$ cat src/rtl/wp_guard_pkg.sv
package wp_guard_pkg;

    localparam int REG_W    = 8;
    localparam int WEL_BIT  = 1;
    localparam int BLK_LO   = 3;
    localparam int HWEN_BIT = 7;
    localparam logic [REG_W-1:0] ARM_PATTERN = 8'h02;

    typedef enum logic [0:0] {
        ST_DISARMED = 1'b0,
        ST_ARMED    = 1'b1
    } arm_state_e;

    typedef struct packed {
        logic       hw_en;
        logic [1:0] blk;
    } prot_fields_t;

    function automatic logic [REG_W-1:0] pack_reg(prot_fields_t f, logic wel);
        logic [REG_W-1:0] r;
        r                      = '0;
        r[HWEN_BIT]            = f.hw_en;
        r[BLK_LO+1:BLK_LO]     = f.blk;
        r[WEL_BIT]             = wel;
        return r;
    endfunction

endpackage

$ cat src/rtl/wp_region_check.sv
module wp_region_check #(
    parameter int AW = 11
) (
    input  logic [AW:0]  addr,
    input  logic [1:0]   blk,
    output logic         is_reg,
    output logic         in_array,
    output logic         blk_hit
);
    localparam int NCODES = 4;
    localparam logic [AW:0] LO_NONE = (AW+1)'(1) << AW;
    localparam logic [AW:0] LO_QTR  = (AW+1)'(3) << (AW-2);
    localparam logic [AW:0] LO_HALF = (AW+1)'(1) << (AW-1);
    localparam logic [AW:0] LO_ALL  = '0;

    logic [AW:0] lo_tab [NCODES];

    for (genvar k = 0; k < NCODES; k++) begin : g_bound
        if (k == 0) begin : g_none
            assign lo_tab[k] = LO_NONE;
        end else if (k == 1) begin : g_qtr
            assign lo_tab[k] = LO_QTR;
        end else if (k == 2) begin : g_half
            assign lo_tab[k] = LO_HALF;
        end else begin : g_all
            assign lo_tab[k] = LO_ALL;
        end
    end

    always_comb begin
        is_reg   = &addr;
        in_array = ~addr[AW];
        blk_hit  = in_array && (addr >= lo_tab[blk]);
    end

endmodule

$ cat src/rtl/wp_arm_fsm.sv
module wp_arm_fsm
    import wp_guard_pkg::*;
(
    input  logic              clk,
    input  logic              rst_n,
    input  logic              wr_reg,
    input  logic [REG_W-1:0]  wdata,
    input  logic              pin,
    output logic              wel,
    output prot_fields_t      fields,
    output logic              accept
);
    arm_state_e   state_q, state_d;
    prot_fields_t fields_q, fields_d;
    logic         frozen;

    always_ff @(posedge clk) begin
        if (!rst_n) begin
            state_q  <= ST_DISARMED;
            fields_q <= '0;
        end else begin
            state_q  <= state_d;
            fields_q <= fields_d;
        end
    end

    always_comb begin
        frozen   = pin && fields_q.hw_en;
        accept   = 1'b0;
        state_d  = state_q;
        fields_d = fields_q;
        unique case (state_q)
            ST_DISARMED: begin
                if (wr_reg && !frozen && (wdata == ARM_PATTERN)) begin
                    accept  = 1'b1;
                    state_d = ST_ARMED;
                end
            end
            ST_ARMED: begin
                if (wr_reg && !frozen) begin
                    accept         = 1'b1;
                    fields_d.hw_en = wdata[HWEN_BIT];
                    fields_d.blk   = wdata[BLK_LO+1:BLK_LO];
                    state_d        = wdata[WEL_BIT] ? ST_ARMED : ST_DISARMED;
                end
            end
            default: state_d = ST_DISARMED;
        endcase
    end

    always_comb begin
        wel    = (state_q == ST_ARMED);
        fields = fields_q;
    end

    // a frozen register holds through any write attempt
    a_r6_frozen_holds: assert property (@(posedge clk) disable iff (!rst_n)
        (wr_reg && pin && fields_q.hw_en) |=> ($stable(state_q) && $stable(fields_q)));

    // a disarmed write other than the arming pattern changes nothing
    a_r4_illegal_arm_holds: assert property (@(posedge clk) disable iff (!rst_n)
        (wr_reg && state_q == ST_DISARMED && wdata != ARM_PATTERN)
            |=> ($stable(state_q) && $stable(fields_q)));

endmodule

$ cat src/rtl/wp_guard.sv
module wp_guard
    import wp_guard_pkg::*;
#(
    parameter int AW = 11
) (
    input  logic              clk,
    input  logic              rst_n,
    input  logic              req_valid,
    input  logic [AW:0]       req_addr,
    input  logic [REG_W-1:0]  req_wdata,
    input  logic              prot_pin,
    output logic              resp_valid,
    output logic              resp_allow,
    output logic [REG_W-1:0]  prot_reg
);
    logic         is_reg, in_array, blk_hit;
    logic         wel, reg_accept, allow_d;
    prot_fields_t fields;
    logic         resp_valid_q, resp_allow_q;

    wp_region_check #(.AW(AW)) u_region (
        .addr     (req_addr),
        .blk      (fields.blk),
        .is_reg   (is_reg),
        .in_array (in_array),
        .blk_hit  (blk_hit)
    );

    wp_arm_fsm u_arm (
        .clk    (clk),
        .rst_n  (rst_n),
        .wr_reg (req_valid && is_reg),
        .wdata  (req_wdata),
        .pin    (prot_pin),
        .wel    (wel),
        .fields (fields),
        .accept (reg_accept)
    );

    always_comb begin
        if (is_reg) allow_d = reg_accept;
        else        allow_d = in_array && wel && !blk_hit;
    end

    always_ff @(posedge clk) begin
        if (!rst_n) begin
            resp_valid_q <= 1'b0;
            resp_allow_q <= 1'b0;
        end else begin
            resp_valid_q <= req_valid;
            resp_allow_q <= req_valid && allow_d;
        end
    end

    always_comb begin
        resp_valid = resp_valid_q;
        resp_allow = resp_allow_q;
        prot_reg   = pack_reg(fields, wel);
    end

    // no array write passes while the latch is clear
    a_r2_disarmed_denies: assert property (@(posedge clk) disable iff (!rst_n)
        (req_valid && !is_reg && !wel) |=> !resp_allow);

    // full lock refuses every array cell
    a_r3_full_lock: assert property (@(posedge clk) disable iff (!rst_n)
        (req_valid && !is_reg && fields.blk == 2'b11) |=> !resp_allow);

    // the hole between array and register is never writable
    a_r1_hole_denied: assert property (@(posedge clk) disable iff (!rst_n)
        (req_valid && !is_reg && req_addr[AW]) |=> !resp_allow);

    // idle cycle yields no response
    a_r9_idle_quiet: assert property (@(posedge clk) disable iff (!rst_n)
        !req_valid |=> (!resp_valid && !resp_allow));

endmodule

$ cat config.mk
export PLATFORM = sky130hd
export DESIGN_NAME = wp_guard
export DESIGN_NICKNAME = d
export VERILOG_FILES = /design/src/rtl/wp_guard_pkg.sv /design/src/rtl/wp_region_check.sv /design/src/rtl/wp_arm_fsm.sv /design/src/rtl/wp_guard.sv
export SDC_FILE = /design/constraint.sdc
export NUM_CORES = 1
export LEC_CHECK = 0
export BUFFER_PORTS_ARGS = -buffer_cell sky130_fd_sc_hd__buf_2
export CORE_AREA = 8 8 45 47
export DETAILED_ROUTE_END_ITERATION = 7
export DIE_AREA = 0 0 53 55
export GPL_TIMING_DRIVEN = 0
export PLACE_DENSITY_LB_ADDON = 0.12
export SYNTH_ARGS = -nofsm -noshare
export SYNTH_HDL_FRONTEND = slang
export SYNTH_SLANG_ARGS = --single-unit
$ cat constraint.sdc
create_clock -name clk -period 2.1 [get_ports clk]
set_input_delay 0.63 -clock clk [delete_from_list [all_inputs] [get_ports clk]]
set_output_delay 0.63 -clock clk [all_outputs]
set_load 0.01 [all_outputs]
==> flow_metrics.py, run 1 <==
metrics = {
    "outcome": {
        "status": "complete, no violations",
    },
    "route": {
        "vias_per_cell": 4.96,
        "routedWlPerCell_um": 12.5,
        "dr.pass1.iters": 4,
        "drc": 0,
        "num_vias": 541,
        "drt_iter0_drc": 2,
        "wl_mm": 1.36,
        "ant_nets": 0,
    },
    "critical_path": {
        "cpLargestDelayFamily": "adder cells",
        "worstSetupEndpointType": "register",
        "reg2reg_depth": 8,
        "critPathRequiredTime_ns": 2.23,
        "timing.rr.start": "u_arm.fields[0]$_SDFFE_PN0P_",
        "critPathBufInv": 2,
        "reg2reg_setup_slack_ns": 0.43,
        "r2r_end": "resp_allow$_SDFF_PN0_",
        "critPathKind": "reg -> reg",
        "cp.arrival_ns": 1.80,
        "path_cells": "inv_1 -> ha_1 -> inv_1 -> ha_1 -> nor4bb_1 -> nand3_1 -> nand3_1 -> o31ai_1",
        "critPathSlowestCell": "dfxtp_1",
        "crit_fanout": 3,
        "max_stage_delay_ns": 0.34,
        "cp-start-kind": "register",
    },
    "sta": {
        "setup_viol": 0,
        "fmax_mhz": 598,
        "rsz0062_at_grt": "false",
        "finalCritPeriodShare_pct": 79.6,
        "fin_tns_setup_ns": 0,
        "fin_crit_ns": 1.67,
        "setup_ws_ns": 0.428,
        "finClkSkew_ns": 0.000117,
        "drv_slew": 0,
        "finalHoldViolCount": 0,
    },
    "place": {
        "hpwl_mm": 1.22,
        "post-place-ws_ns": 0.370,
        "gp_congestion": 0.750,
        "io_buffer_count": 29,
    },
    "cts": {
        "cts_buffers": 3,
        "cts_tree": "built",
        "cts.sinks": 6,
        "path_clk_slew_ns": 0.04,
        "root_buffer": "clkbuf_4",
        "postCtsSetupBuffers": 0,
        "hold_buffers": 0,
        "ctsResizeCount": 0,
        "clk_latency_ns": 0.24,
        "cts_htree_levels": 1,
        "cts_max_path_buffers": 2,
    },
    "run": {
        "cap_violations": 0,
    },
    "die": {
        "die_x_um": 53,
        "die-area_um2": 2920,
        "die_h_um": 55,
        "row_count": 14,
        "initial_utilization_pct": 34.9,
        "boundaryPins": 34,
        "coreArea_um2": 1380,
    },
    "final_layout": {
        "fin_nets": 124,
        "multi_input_area_um2": 307,
        "register_area_um2": 120,
        "n_antenna_cell": 0,
        "layout_commonest_cell": "buf_2",
        "syn_to_final_growth_pct": 41.2,
        "final_cell_mix": "buf_2, inv_1, nand3_1, dfxtp_1",
        "fillers": 150,
        "layout-drive-gt1-share_pct": 46.2,
    },
    "global_route": {
        "antenna_found_initial": 0,
        "grt_pass1_vias": 549,
        "grt_use_total_pct": 10.3,
        "grt_max_degree": 9,
        "overflow": 0,
        "grt_pass1_wl_mm": 2.17,
    },
    "logic_synthesis": {
        "synthDistinctLibCells": 23,
        "yosys_register_bits": 6,
        "synthCells": 58,
        "ys_warn_count": 0,
        "avgSynthCellArea_um2": 8.33,
        "yosysSeqAreaShare_pct": 24.9,
        "syn_area_um2": 483,
    },
    "worst_hold_path": {
        "hold_class": "reg -> reg",
        "worstHoldEndpoint": "u_arm.fields[0]$_SDFFE_PN0P_",
        "hold_path_depth": 3,
        "worstHoldStart": "u_arm.fields[0]$_SDFFE_PN0P_",
    },
    "pwr": {
        "leakage_uw": 0.000351,
        "clkPwrFrac_pct": 38.9,
        "ir_drop_v": 0.000212,
        "pwr-share-seq_pct": 42.0,
        "power_density_nw_per_um2": 403,
        "internal_power_uw": 207,
        "swShare_pct": 24.7,
        "p_switching_uw": 68.0,
        "comb_power_share_pct": 19.1,
    },
}
## metrics by stage
stage               total power (uW)  utilization [%]  area, um^2  hold slack (ns)  instances
finish                           275             49.3         682            0.581        109
global route                     297             49.3         682            0.609        109
CTS                              280             49.3         682            0.589        109
detailed placement               170             47.6         659            0.578        106
global placement                 169             47.6         659            0.569        106
floorplan                        138                -         494            0.541         61
## cell type report
class                      instances  share of cell area [%]
multi-input combinational         42                    45.0
timing repair buffer              29                    21.3
sequential                         6                    17.6
buffer                             5                    5.50
inverter                           8                    4.40
clock buffer                       3                    3.30
tap                               16                    2.94
## sequential cells by signal, indices dropped and copies added, names as in the netlist
register / count
u_arm.fields: 3
resp_valid: 1
u_arm.wel: 1
resp_allow: 1
## synth_stat cells, drive strengths merged
| cell type | n | area (um^2) |
|---|---|---|
| nor4b | 2 | 17.5 |
| inv | 8 | 30.0 |
| nor4 | 3 | 18.8 |
| nand4 | 3 | 25.0 |
| nor2b | 1 | 6.26 |
| nand3 | 6 | 30.0 |
| nand2 | 3 | 13.8 |
| o311a | 1 | 10.0 |
| conb | 1 | 3.75 |
| a211oi | 1 | 20.0 |
| a21bo | 1 | 10.0 |
| ha | 5 | 62.6 |
| a21o | 2 | 17.5 |
| o31ai | 1 | 7.51 |
| dfxtp | 6 | 120 |
| buf | 5 | 37.5 |
| nor2 | 2 | 7.51 |
| o21ai | 1 | 5.00 |
| a41o | 1 | 10.0 |
| a21oi | 4 | 20.0 |
| nor4bb | 1 | 10.0 |
## power by group through the flow
stage / Combinational (uW) / Sequential [uW] / Clock, uW
2_1_floorplan: 19.9 / 118 / 0
3_3_place_gp: 51.0 / 118 / 0
3_5_place_dp: 52.1 / 117 / 0
4_1_cts: 52.2 / 115 / 113
5_1_grt: 58.2 / 115 / 123
6_report: 52.5 / 115 / 107
## worst max path at each step
stage,startpoint,to,cells past startpoint
2_1_floorplan,u_arm.fields[0]$_SDFFE_PN0P_,resp_allow$_SDFF_PN0_,8
6_report,u_arm.fields[0]$_SDFFE_PN0P_,resp_allow$_SDFF_PN0_,8
3_5_place_dp,req_addr[9],resp_allow$_SDFF_PN0_,7
4_1_cts,u_arm.fields[0]$_SDFFE_PN0P_,resp_allow$_SDFF_PN0_,8
5_1_grt,u_arm.fields[0]$_SDFFE_PN0P_,resp_allow$_SDFF_PN0_,8
3_3_place_gp,req_addr[9],resp_allow$_SDFF_PN0_,7
## metal layers
layer	GRT usage [%]	up-vias	wire [um]
li1	-	274	-
met1	8.80	245	496
met2	19.1	18	734
met3	5.61	4	115
met4	5.17	0	18
met5	0	-	0
## cell families after synthesis
| family | Yosys count | synth area share, % |
|---|---|---|
| other | 1 | 0.776 |
| buffers and inverters | 13 | 14.0 |
| AND/OR/NAND/NOR | 21 | 26.7 |
| AO/OA/AOI/OAI | 12 | 20.7 |
| flip-flops | 6 | 24.9 |
| adder cells (fa/ha/maj) | 5 | 13.0 |
## worst register-to-register path, stage by stage, from the launching register on
cell	delay, ns
dfxtp_1	0.34
inv_1	0.07
ha_1	0.28
inv_1	0.04
ha_1	0.27
nor4bb_1	0.27
nand3_1	0.11
nand3_1	0.10
o31ai_1	0.07
(Power assumes the default switching activity.)
==> run 2: changes to the inputs <==
--- a/config.mk
+++ b/config.mk
@@ -5,10 +5,11 @@
 export SDC_FILE = /design/constraint.sdc
 export NUM_CORES = 1
 export LEC_CHECK = 0
+export ABC_AREA = 1
 export BUFFER_PORTS_ARGS = -buffer_cell sky130_fd_sc_hd__buf_2
-export CORE_AREA = 8 8 45 47
+export CORE_MARGIN = 8
+export CORE_UTILIZATION = 36
 export DETAILED_ROUTE_END_ITERATION = 7
-export DIE_AREA = 0 0 53 55
 export GPL_TIMING_DRIVEN = 0
 export PLACE_DENSITY_LB_ADDON = 0.12
 export SYNTH_ARGS = -nofsm -noshare
==> constraint.sdc (replaced) <==
create_clock -name clk -period 1.4 [get_ports clk]
set_input_delay 0.42 -clock clk [delete_from_list [all_inputs] [get_ports clk]]
set_output_delay 0.42 -clock clk [all_outputs]
set_load 0.01 [all_outputs]
==> run 2 against run 1 <==
Net effect: the flow now finishes with violations (negative setup slack); register-to-register slack lost 0.48 ns; die area grew 1.3%; worst setup slack lost 0.48 ns; first-iteration DRC count grew to 3.0 times the previous value; final cell count increased by 27%; power is 58% higher; non-clock buffer count increased by 3; maximum frequency increased by 15%; clock power rose by 50%; critical path depth increased by 3; design area increased by 21%; sequential share of layout area down 2.8 points; critical endpoint unchanged; highest routed layer unchanged.
==> flow_metrics.py, run 2 <==
metrics = {
    "cts": {
        "cts_max_path_buffers": 2,
        "root_buffer": "clkbuf_4",
        "cts.sinks": 6,
        "path_clk_slew_ns": 0.05,
        "hold_buffers": 0,
        "cts_buffers": 3,
        "clk_latency_ns": 0.24,
        "cts_tree": "built",
        "cts_htree_levels": 1,
    },
    "global_route": {
        "grt_use_total_pct": 9.18,
        "antenna_found_initial": 0,
        "grt_max_degree": 7,
        "overflow": 0,
        "grt_pass1_vias": 547,
        "grt_pass1_wl_mm": 2.08,
    },
    "final_layout": {
        "largest_register_ffs": 3,
        "n_antenna_cell": 0,
        "layout_commonest_cell": "buf_2",
        "final_cell_mix": "buf_2, nor2_1, nand2_1, inv_1, buf_4",
        "final_cells": 138,
        "fillers": 139,
        "syn_to_final_growth_pct": 56.5,
        "layout-drive-gt1-share_pct": 50.0,
        "fin_nets": 153,
        "stdcell_area_um2": 828,
    },
    "critical_path": {
        "max_stage_delay_ns": 0.32,
        "path_cells": "inv_2 -> buf_4 -> ha_4 -> ha_4 -> inv_2 -> nor3_2 -> nand2_1 -> nand4_1 -> nand2_1 -> inv_1 -> nor2_1",
        "reg2reg_setup_slack_ns": -0.05,
        "worstSetupEndpointType": "register",
        "critPathSlowestCell": "dfxtp_2",
        "timing.rr.start": "u_arm.fields[1]$_SDFFE_PN0P_",
        "cpLargestDelayFamily": "adder cells",
        "reg2reg_depth": 11,
        "crit_fanout": 2,
        "critPathBufInv": 4,
        "critPathRequiredTime_ns": 1.54,
        "cp.arrival_ns": 1.60,
        "critPathKind": "reg -> reg",
        "r2r_end": "resp_allow$_SDFF_PN0_",
        "cp-start-kind": "register",
        "cp-startpoint": "u_arm.fields[1]$_SDFFE_PN0P_",
    },
    "sta": {
        "finalCritPeriodShare_pct": 104,
        "rsz0062_at_grt": "true",
        "drv_slew": 0,
        "finClkSkew_ns": 0.00627,
        "fmax_mhz": 688,
        "setup_viol": 1,
        "fin_tns_setup_ns": -0.0524,
        "setup_ws_ns": -0.0524,
        "fin_crit_ns": 1.45,
        "finalHoldViolCount": 0,
    },
    "logic_synthesis": {
        "synthArstFlopShare_pct": 0,
        "synth_top_cells_by_count": "nor2_1, nand2_1, inv_1",
        "yosysSeqAreaShare_pct": 22.7,
        "synthDistinctLibCells": 20,
        "synth_flop_cell": "dfxtp_1",
        "avgSynthCellArea_um2": 6.30,
        "ys_warn_count": 0,
        "yosysMostFrequentCell": "nor2_1",
        "yosys_register_bits": 6,
        "syn_area_um2": 529,
        "synthCells": 84,
        "synth.top_cell.area_share_pct": 22.7,
        "synth_edf_count": 0,
        "yosys-top-cells-area": "dfxtp_1, nor2_1, nand2_1",
        "yosysTopAreaCell": "dfxtp_1",
    },
    "die": {
        "boundaryPins": 34,
        "die_x_um": 54.3,
        "die-area_um2": 2950,
        "coreArea_um2": 1440,
        "row_count": 14,
        "initial_utilization_pct": 36.8,
        "die_h_um": 54.3,
    },
    "place": {
        "gp_congestion": 0.720,
        "dpl-instance-area_um2": 708,
        "post-place-ws_ns": -0.125,
        "hpwl_mm": 1.10,
        "io_buffer_count": 29,
        "placed_cells": 132,
    },
    "pwr": {
        "leakage_uw": 0.000423,
        "ir_drop_v": 0.000341,
        "power_density_nw_per_um2": 523,
    },
    "route": {
        "ant_nets": 0,
        "vias_per_cell": 4.23,
        "drt_iter0_drc": 6,
        "wl_mm": 1.35,
        "routedWlPerCell_um": 9.75,
        "dr.pass1.iters": 4,
        "drc": 0,
        "num_vias": 584,
    },
    "worst_hold_path": {
        "hold_class": "in -> reg",
        "worstHoldEndpoint": "resp_valid$_SDFF_PN0_",
        "worstHoldStart": "req_valid",
        "hold_path_depth": 3,
    },
    "outcome": {
        "status": "finished, violations left",
        "violations": "negative setup slack",
    },
    "run": {
        "cap_violations": 0,
    },
}
==> run 2: cell types whose count changed in the layout (fill, tap and decap cells not counted), sizes merged, moves of 3 or more <==
cell and delta:
a21oi -3, nor2 +22, nor4 -3, nand3 -4, buf +3, inv +4, o21ai +3, nand2 +16
==> run 2: cell families after synthesis <==
family	Yosys count	share of synthesized area (%)
DFF	6	22.7
and+or+nand+nor	47	40.2
other	1	0.709
AOI/OAI and AO/OA	7	8.04
buffers and inverters	18	16.5
adders and majority gates	5	11.8
==> run 2: area by class of cell <==
type	instances	area, um^2	area share (%)
sequential	6	123	14.8
tap	16	20.0	2.42
timing repair buffer	32	168	20.2
multi-input combinational	63	408	49.2
buffer	5	37.5	4.53
clock buffer	3	22.5	2.72
inverter	13	50.0	6.04
==> run 2: routing by layer <==
metal	vias up	GRT usage, %	wire length (um)
met5	-	0	0
met4	0	6.15	6
met3	2	2.17	129
met2	21	14.9	619
met1	237	10.5	589
li1	324	-	-
==> run 2: worst max path at each step <==
stage                                 end  slack [ns]  cells past startpoint
detailed placement  resp_allow$_SDFF_PN0_       -0.13                     11
global placement    resp_allow$_SDFF_PN0_       -0.11                     11
finish              resp_allow$_SDFF_PN0_       -0.05                     11
CTS                 resp_allow$_SDFF_PN0_        -0.1                     11
global route        resp_allow$_SDFF_PN0_       -0.17                     11
floorplan           resp_allow$_SDFF_PN0_       -0.06                     11
==> run 2: worst reg2reg max path, stage by stage, from the launching register on <==
cell and delay, ns:
dfxtp_2 0.32, inv_2 0.05, buf_4 0.13, ha_4 0.15, ha_4 0.25, inv_2 0.03, nor3_2 0.13, nand2_1 0.07
nand4_1 0.09, nand2_1 0.05, inv_1 0.04, nor2_1 0.04
==> run 2: where the power goes <==
group | switching [uW] | leakage, uW | internal [uW]
clock | 62.6 | 0.0000138 | 97.0
combinational | 49.5 | 0.000360 | 50.8
sequential | 0.292 | 0.0000496 | 173
==> run 2: repair_timing <==
item,CTS,global route
resized for setup,7,6
gates cloned,0,0
endpoints found under the setup margin,1,1
setup buffers,3,0
pin swaps,7,10
==> run 2: metrics by stage <==
stage	hold slack (ns)	total power, uW	util (%)
floorplan	0.495	221	-
global placement	0.470	263	49.3
detailed placement	0.476	265	49.3
CTS	0.392	433	54.7
global route	0.405	462	57.7
finish	0.393	433	57.7
